### config.mk
export PLATFORM = sky130hd
export DESIGN_NAME = accload_unit
export DESIGN_NICKNAME = d
export VERILOG_FILES = /design/src/rtl/accload_pkg.sv /design/src/rtl/accload_decoder.sv /design/src/rtl/accload_srcmux.sv /design/src/rtl/accload_bank.sv /design/src/rtl/accload_unit.sv
export SDC_FILE = /design/constraint.sdc
export NUM_CORES = 1
export LEC_CHECK = 0
export ABC_AREA = 1
export BUFFER_PORTS_ARGS = -buffer_cell sky130_fd_sc_hd__buf_2
export CAP_MARGIN = 25
export CORE_AREA = 2 2 123 125
export DETAILED_ROUTE_END_ITERATION = 10
export DIE_AREA = 0 0 125 127
export GPL_TIMING_DRIVEN = 0
export PLACE_DENSITY = 0.52
export SYNTH_ARGS = -nofsm -noshare
export SYNTH_HDL_FRONTEND = slang
export SYNTH_SLANG_ARGS = --single-unit
### constraint.sdc
create_clock -name clk -period 3.5 [get_ports clk]
set_clock_uncertainty 0.05 [all_clocks]
set_input_delay 1.05 -clock clk [delete_from_list [all_inputs] [get_ports clk]]
set_output_delay 1.05 -clock clk [all_outputs]
set_load 0.02 [all_outputs]
### src/rtl/accload_pkg.sv
// Shared widths, source-code classes and the accumulator merge rule.
// Assumes exactly two accumulators; only the constants below size the datapath.
package accload_pkg;

    localparam int unsigned HW    = 16;         // half-word width
    localparam int unsigned GW    = 4;          // guard bit count
    localparam int unsigned BW    = 2 * HW;     // accumulator body width
    localparam int unsigned AW    = BW + GW;    // full accumulator width
    localparam int unsigned CW    = 6;          // source code width
    localparam int unsigned NW    = 8;          // narrow register width
    localparam int unsigned NACC  = 2;          // accumulator count
    localparam int unsigned IDXW  = 1;          // accumulator index width
    localparam int unsigned FW    = 4;          // flag count

    localparam logic [4:0] OPC_HI = 5'b01000;  // required bits 15:11

    // Source code range boundaries
    localparam logic [CW-1:0] ZEXT_LO  = 6'd8;
    localparam logic [CW-1:0] SEXT_LO  = 6'd16;
    localparam logic [CW-1:0] WONLY_LO = 6'd24;
    localparam logic [CW-1:0] WIDE_LO  = 6'd32;
    localparam logic [CW-1:0] FULL2_LO = 6'd34;

    typedef enum logic [2:0] {
        SC_FULL  = 3'd0,
        SC_ZEXT  = 3'd1,
        SC_SEXT  = 3'd2,
        SC_WONLY = 3'd3,
        SC_WIDE  = 3'd4
    } src_class_e;

    typedef enum logic [1:0] {
        WK_HI   = 2'd0,
        WK_LO   = 2'd1,
        WK_FULL = 2'd2
    } wr_kind_e;

    // Map a source code onto its extension class.
    function automatic src_class_e classify(input logic [CW-1:0] code);
        if (code < ZEXT_LO)       return SC_FULL;
        else if (code < SEXT_LO)  return SC_ZEXT;
        else if (code < WONLY_LO) return SC_SEXT;
        else if (code < WIDE_LO)  return SC_WONLY;
        else if (code < FULL2_LO) return SC_WIDE;
        else                      return SC_FULL;
    endfunction

    // New accumulator value for a write of the given kind.
    function automatic logic [AW-1:0] acc_merge(
        input logic [AW-1:0] old,
        input wr_kind_e      kind,
        input logic [BW-1:0] data,
        input logic          clr
    );
        logic [BW-1:0] body;
        case (kind)
            WK_HI:   body = {data[HW-1:0], (clr ? {HW{1'b0}} : old[HW-1:0])};
            WK_LO:   body = {old[BW-1:HW], data[HW-1:0]};
            default: body = data;
        endcase
        return {{GW{body[BW-1]}}, body};
    endfunction

endpackage

### src/rtl/accload_decoder.sv
// Splits an instruction word into its fields and checks the fixed bits.
// Purely combinational; assumes the word is stable while instr_valid is high.
module accload_decoder
    import accload_pkg::*;
(
    input  logic [15:0]      instr,
    output logic             fmt_ok,
    output logic [IDXW-1:0]  acc_idx,
    output logic             half_lo,
    output logic [CW-1:0]    code,
    output src_class_e       cls
);

    // Field extraction and format check.
    always_comb begin
        fmt_ok  = (instr[15:11] == OPC_HI) && (instr[3:1] == 3'b000);
        acc_idx = instr[10] ? IDXW'(0) : IDXW'(1);   // 1 selects a0, 0 selects a1
        half_lo = instr[0];
        code    = instr[9:4];
        cls     = classify(code);
    end

endmodule

### src/rtl/accload_srcmux.sv
// Widens the returned register contents according to the source class.
// Write-only sources read as zero; wide sources pass all BW bits.
module accload_srcmux
    import accload_pkg::*;
(
    input  src_class_e       cls,
    input  logic [BW-1:0]    src_data,
    output logic [HW-1:0]    val16,
    output logic [BW-1:0]    wide
);

    // Extension of narrow sources.
    always_comb begin
        case (cls)
            SC_ZEXT:  val16 = {{(HW-NW){1'b0}}, src_data[NW-1:0]};
            SC_SEXT:  val16 = {{(HW-NW){src_data[NW-1]}}, src_data[NW-1:0]};
            SC_WONLY: val16 = '0;
            default:  val16 = src_data[HW-1:0];
        endcase
        wide = src_data;
    end

endmodule

### src/rtl/accload_bank.sv
// Holds NACC accumulators and the flag register behind one write port.
// Assumes at most one write per cycle; flags follow only full-width writes.
module accload_bank
    import accload_pkg::*;
(
    input  logic                 clk,
    input  logic                 rst_n,
    input  logic                 wr_en,
    input  logic [IDXW-1:0]      wr_idx,
    input  wr_kind_e             wr_kind,
    input  logic [BW-1:0]        wr_data,
    input  logic                 wr_clr,
    output logic [NACC*AW-1:0]   acc_flat,
    output logic [FW-1:0]        flags
);

    genvar gi;
    generate
        for (gi = 0; gi < NACC; gi++) begin : g_acc
            logic [AW-1:0] acc_q;

            // Register for one accumulator, written when addressed.
            always_ff @(posedge clk) begin
                if (!rst_n)
                    acc_q <= '0;
                else if (wr_en && (wr_idx == IDXW'(gi)))
                    acc_q <= acc_merge(acc_q, wr_kind, wr_data, wr_clr);
            end

            assign acc_flat[gi*AW +: AW] = acc_q;
        end
    endgenerate

    logic [FW-1:0] flags_q;

    // Flag update from the one-cycle full-width move.
    always_ff @(posedge clk) begin
        if (!rst_n)
            flags_q <= '0;
        else if (wr_en && (wr_kind == WK_FULL))
            flags_q <= {wr_data[BW-1], (wr_data == '0), 1'b0, 1'b0};
    end

    assign flags = flags_q;

endmodule

### src/rtl/accload_unit.sv
// Register-to-accumulator load unit: decode, source widening, two-cycle
// half-word path and one-cycle full-width path. Assumes src_data answers
// src_code in the same cycle. New words are taken only while busy is low.
module accload_unit
    import accload_pkg::*;
(
    input  logic           clk,
    input  logic           rst_n,
    input  logic           instr_valid,
    input  logic [15:0]    instr,
    input  logic           clr_lo_en,
    output logic [5:0]     src_code,
    input  logic [31:0]    src_data,
    output logic           busy,
    output logic           dec_err,
    output logic [35:0]    acc0,
    output logic [35:0]    acc1,
    output logic [3:0]     flags
);

    logic             fmt_ok;
    logic [IDXW-1:0]  d_idx;
    logic             d_lo;
    logic [CW-1:0]    d_code;
    src_class_e       d_cls;
    logic [HW-1:0]    val16;
    logic [BW-1:0]    wide;

    accload_decoder u_dec (
        .instr   (instr),
        .fmt_ok  (fmt_ok),
        .acc_idx (d_idx),
        .half_lo (d_lo),
        .code    (d_code),
        .cls     (d_cls)
    );

    accload_srcmux u_src (
        .cls      (d_cls),
        .src_data (src_data),
        .val16    (val16),
        .wide     (wide)
    );

    logic accept, go_fast, go_slow;
    logic busy_q, err_q;
    logic [IDXW-1:0] p_idx;
    logic            p_lo;
    logic            p_clr;
    logic [HW-1:0]   p_val;

    // Acceptance and path choice for the word on the input.
    always_comb begin
        accept  = instr_valid && !busy_q;
        go_fast = accept && fmt_ok && (d_cls == SC_WIDE);
        go_slow = accept && fmt_ok && (d_cls != SC_WIDE);
    end

    // Sequencer: hold a half-word load for its second cycle, flag bad words.
    always_ff @(posedge clk) begin
        if (!rst_n) begin
            busy_q <= 1'b0;
            err_q  <= 1'b0;
            p_idx  <= '0;
            p_lo   <= 1'b0;
            p_clr  <= 1'b0;
            p_val  <= '0;
        end else begin
            busy_q <= go_slow;
            err_q  <= accept && (!fmt_ok || (d_cls == SC_WONLY));
            if (go_slow) begin
                p_idx <= d_idx;
                p_lo  <= d_lo;
                p_clr <= clr_lo_en;
                p_val <= val16;
            end
        end
    end

    logic            wr_en;
    logic [IDXW-1:0] wr_idx;
    wr_kind_e        wr_kind;
    logic [BW-1:0]   wr_data;
    logic            wr_clr;

    // Write-port mux: the pending half-word load or the one-cycle move.
    always_comb begin
        wr_en = busy_q || go_fast;
        if (busy_q) begin
            wr_idx  = p_idx;
            wr_kind = p_lo ? WK_LO : WK_HI;
            wr_data = {{HW{1'b0}}, p_val};
            wr_clr  = p_clr;
        end else begin
            wr_idx  = d_idx;
            wr_kind = WK_FULL;
            wr_data = wide;
            wr_clr  = 1'b0;
        end
    end

    logic [NACC*AW-1:0] acc_flat;

    accload_bank u_bank (
        .clk      (clk),
        .rst_n    (rst_n),
        .wr_en    (wr_en),
        .wr_idx   (wr_idx),
        .wr_kind  (wr_kind),
        .wr_data  (wr_data),
        .wr_clr   (wr_clr),
        .acc_flat (acc_flat),
        .flags    (flags)
    );

    assign acc0     = acc_flat[0*AW +: AW];
    assign acc1     = acc_flat[1*AW +: AW];
    assign busy     = busy_q;
    assign dec_err  = err_q;
    assign src_code = d_code;

endmodule

* Word-level counts from Yosys, hierarchy flattened *
Index checks and enable logic that the tools add are counted.

cells by class
  reductions and logical operators = 20
  multiplexer cells = 15
  $lt $le $gt $ge = 5
  bitwise gates (word level) = 2
  equal/unequal tests = 9

operator list
  operator                                                               count
  32-bit case mux with 2 select lines                                    2
  16-bit case mux with 3 select lines                                    1
  32-bit zero test                                                       1
  32-bit two-way mux                                                     1
  16-bit two-way mux                                                     1
  3-bit two-way mux                                                      5
  6-bit by 5-bit < comparator with 1-bit output, second input constant   2
  6-bit < comparator, second input constant                              2
  1-bit logical AND                                                      9
  2-bit AND reduction                                                    4
  3-bit by 2-bit equality test with 1-bit output, second input constant  2
  6-bit by 4-bit < comparator with 1-bit output, second input constant   1
  5-bit by 4-bit equality test with 1-bit output, second input constant  1
  1-bit two-way mux                                                      4
  3-bit by 1-bit equality test with 1-bit output, second input constant  1
  3-bit equality test, second input constant                             1
  3-bit zero test                                                        1
  3-bit inequality test, second input constant                           1
  2-bit by 1-bit equality test with 1-bit output, second input constant  1
  2-bit equality test, second input constant                             1
  1-bit zero test                                                        2
  2-bit zero test                                                        1
  1-bit logical OR                                                       2
  2-bit two-way mux                                                      1
  other kinds (2)                                                        3

word-level totals
  register bits after elaboration = 87
  word-level logic and storage cells = 64
  bits of input ports = 52

* Depth between registers and ports, before layout *
  word-level depth = 11
  mapped depth = 11

* Modules after synthesis *
Synthesis repeated with hierarchy kept, for this count alone.

unflattened totals
  cells, all modules = 686
  area, all modules = 4697.0 µm²

modules (own cells, without submodules)
  module           sequential area each (µm²)  instances  cells each  area each (µm²)
  accload_bank     1321.3                      1          357         2801.4
  accload_unit     420.4                       1          231         1353.8
  accload_srcmux   0.0                         1          73          421.7
  accload_decoder  0.0                         1          25          120.1

* Least setup slack after synthesis *
Ideal clock, no wire load.

  path type = in2out
  from = in instr[4]
  to = out src_code[0]
  required time = 2.400 ns
  slack = 1.216 ns
  arrival time = 1.184 ns
  stages on the path = 1
  path through = buf_4

RTL lines
  what                RTL line            text
  start: declaration  accload_unit.sv:10  input logic [15:0] instr,
  end: declaration    accload_unit.sv:12  output logic [5:0] src_code,

No word-level cell between the ends.

* Final worst setup path *
  from = in instr[9]
  to = out src_code[5]

No word-level cell between the ends.

==> key figures <==
Run status
  • Status: finished, final reports clean

Power and ir drop
  • Power per cell area: approximately 380 nW/µm²
  • Int Pwr: roughly 1600 µW
  • Leakage power total: about 0.003 µW
  • Clock power frac: 0.459
  • Sw frac: 0.242
  • Sw Pwr: between 500 and 600 µW
  • Comb pwr share: 0.078
  • Worst vdd ir: around 0.00021 V
  • Seq pwr share: 0.463

STA
  • Maximum clock rate: a little under 400 MHz
  • WHS: between 400 and 500 ps
  • Final setup viols: 0
  • Fin. Hold Viols: 0
  • Max-slew violations: 0
  • Worst slew pin tran: around 700 ps
  • Slew Limit Headroom: 0.534
  • Period utilization: 0.726
  • Post-layout min period: between 2000 and 3000 ps
  • RSZ-0062 raised after global routing: false
  • Setup TNS: 0 ps

Setup path
  • Setup CP Type: in -> out
  • CP peak stage delay: about 140 ps
  • Worst Setup End Kind: output port
  • Most Frequent Cell on Critical Path: buf_2
  • Critical Path Fanout Max: 4
  • Critical path's slowest cell: buf_2
  • Crit-path cells: buf_2 -> buf_4 -> buf_2
  • Critical Path RT: between 2000 and 2500 ps
  • CP Launch Type: input pin
  • Worst Path Arrival: 1440 ps

Global route
  • GRT Overall Usage: 0.173
  • Vias in the first global route: 4,181
  • Largest net degree at the start of global routing: 15
  • Antenna violations before repair: 0
  • GRT Residual Overflow: 0
  • First-pass GRT wire length: roughly 22 mm

Clock network
  • Cts hold-fix bufs: 0
  • Resized cells post-CTS: 0
  • CTS Sinks: 87
  • TritonCTS Buffers: 9
  • CTS tree: built
  • CTS H-tree lvls: 3
  • CTS root buf: clkbuf_16
  • Setup bufs post-CTS: 0
  • Worst skew pair latency: roughly 350 ps
  • Maximum clock path buffer count: 2
  • Clk pin slew, worst setup/hold paths: around 60 ps

Cells and area
  • Nets: 893
  • Area of the multi-input gates: 2010 µm²
  • Layout cells sized above 1: 0.230
  • Fill cells: 1,662
  • Syn-to-layout area delta: 26.8%
  • ANT cells: 0
  • Sequential cell area: ~1700 µm²

Yosys
  • Post-synth ARST share: 0
  • Synth cell types: 27
  • Top FF cell, synth: dfxtp_1
  • Cell count after synthesis: 697
  • Seq cells post-synth: between 80 and 90
  • Post-synth EDFFs: 0
  • Synth Cell Area: 4460 µm²
  • Seq/Total Area, Yosys: 0.391
  • Ys Warns: 0
  • Synth Area per Inst: roughly 6.4 µm²

Drt
  • Via-to-Cell Ratio: roughly 4.4
  • DRC Markers: 0
  • Iter 0 DRT Violations: about 280
  • Pre-antenna DRT Iters: 5
  • Antenna Violating Nets Remaining: 0
  • Detailed-route via count: about 4.5k
  • WL/cell: 13.2 µm
  • Total wire length: between 10 and 15 mm

Floorplan
  • Row cnt: 44
  • Die area: about 16,000 µm²
  • Initial Util: 0.309
  • Core Footprint: 14,400 µm²
  • Die Height: between 100 and 150 µm
  • Width of the chip: between 100 and 150 µm
  • Top-Level Pins: roughly 140

Place
  • Port bufs: around 130
  • Dpl hpwl: ~11 mm
  • Final estimated routing congestion in global placement: between 0.8 and 0.9

Min path
  • Hold crit path type: reg -> reg

Run
  • Max cap viols: 0
==> power groups by stage <==
| stage | Combinational (µW) | Clock, µW | Sequential (µW) |
|---|---|---|---|
| after global routing | 184 | 1060 | 991 |
| after global placement | 166 | 0 | 1010 |
| final | 166 | 983 | 992 |
| after floorplan | 91.2 | 0 | 1020 |
| after detailed placement | 165 | 0 | 1010 |
| after CTS | 166 | 1010 | 992 |
==> layout make-up <==
type | count | area share
buffer | 49 | 0.0483
clock buffer | 12 | 0.0436
clock inverter | 4 | 0.00974
inverter | 117 | 0.0777
multi-input combinational | 445 | 0.355
sequential | 87 | 0.308
tap | 184 | 0.0407
timing repair buffer | 132 | 0.117
==> logic make-up (layout without fill, tap and decap cells) <==
kind of cell | after synthesis | in the layout | synth area share
AO/OA/AOI/OAI | 78 | 78 | 0.102
flip-flops | 87 | 87 | 0.391
AND/OR/NAND/NOR | 365 | 365 | 0.347
buffers and inverters | 166 | 314 | 0.160
other | 1 | 2 | 0.000841
==> sequential cells by signal, indices dropped and copies added (netlist names) <==
register	flops
u_bank.g_acc.acc_q	64
p_val	16
u_bank.flags	2
busy	1
dec_err	1
p_clr	1
p_idx	1
p_lo	1
==> cell usage in the layout, fill, tap and decap left out, drive strengths merged <==
master	synthesis	routed
inv	116	116
a211oi	9	9
nand4	18	18
clkinv	1	3
dfxtp	87	87
o21ai	26	26
clkbuf	11	23
a21oi	29	29
clkinvlp	0	1
nand3	43	43
o22ai	5	5
o31ai	8	8
nand2	190	190
conb	1	2
a21boi	1	1
buf	38	170
bufinv	0	1
nor2	114	114
==> stage by stage <==
| stage | power [µW] | setup slack, ps | area, µm² | std cells | utilization |
|---|---|---|---|---|---|
| floorplan | 1110 | 1220 | 4460 | 698 | - |
| global placement | 1180 | 859 | 5350 | 1014 | 0.371 |
| detailed placement | 1180 | 864 | 5350 | 1014 | 0.371 |
| CTS | 2160 | 956 | 5650 | 1030 | 0.392 |
| global route | 2230 | 944 | 5650 | 1030 | 0.392 |
| finish | 2140 | 960 | 5650 | 1030 | 0.392 |
==> path summary, 6_finish.rpt <==
path	from	to	slack, ps	cells after the start
setup / recovery	instr[9]	src_code[5]	960	3
hold / removal	u_bank.g_acc[0].acc_q[3]$_SDFFE_PN0P_	u_bank.g_acc[0].acc_q[3]$_SDFFE_PN0P_	410	2
setup reg to reg	busy$_SDFF_PN0_	u_bank.flags[2]$_SDFFE_PN0P_	1690	9
hold reg to reg	u_bank.g_acc[0].acc_q[3]$_SDFFE_PN0P_	u_bank.g_acc[0].acc_q[3]$_SDFFE_PN0P_	410	2
==> synth_stat cells, types with 2 or more instances <==
| cell type | instances | area, µm² |
|---|---|---|
| nand2_2 | 2 | 12.5 |
| nand3_4 | 3 | 52.6 |
| nand4_1 | 18 | 113 |
| o21ai_0 | 24 | 120 |
| o31ai_1 | 8 | 60.1 |
| nor2_2 | 2 | 12.5 |
| buf_1 | 5 | 18.8 |
| nand3_1 | 37 | 185 |
| clkbuf_1 | 11 | 41.3 |
| nor2_1 | 111 | 417 |
| nand2_1 | 187 | 702 |
| a211oi_1 | 9 | 67.6 |
| inv_1 | 113 | 424 |
| o22ai_1 | 5 | 31.3 |
| inv_2 | 3 | 11.3 |
| buf_4 | 19 | 143 |
| dfxtp_1 | 87 | 1740 |
| nand3_2 | 3 | 30.0 |
| buf_2 | 14 | 70.1 |
| a21oi_1 | 29 | 145 |
==> critical path, delay by kind of cell <==
kind / cells / cell delay [ps]
buffers and inverters: 3 / 380
==> layer usage <==
metal	share of wire	vias to the layer above	routed length [µm]	track usage
met5	0	-	0	0
met1	0.48	1964	6500	0.233
met3	0.055	17	750	0.0389
met4	0.021	0	286	0.0588
li1	-	2407	-	-
met2	0.45	127	6100	0.276
Power figures use the tool's default switching activity.
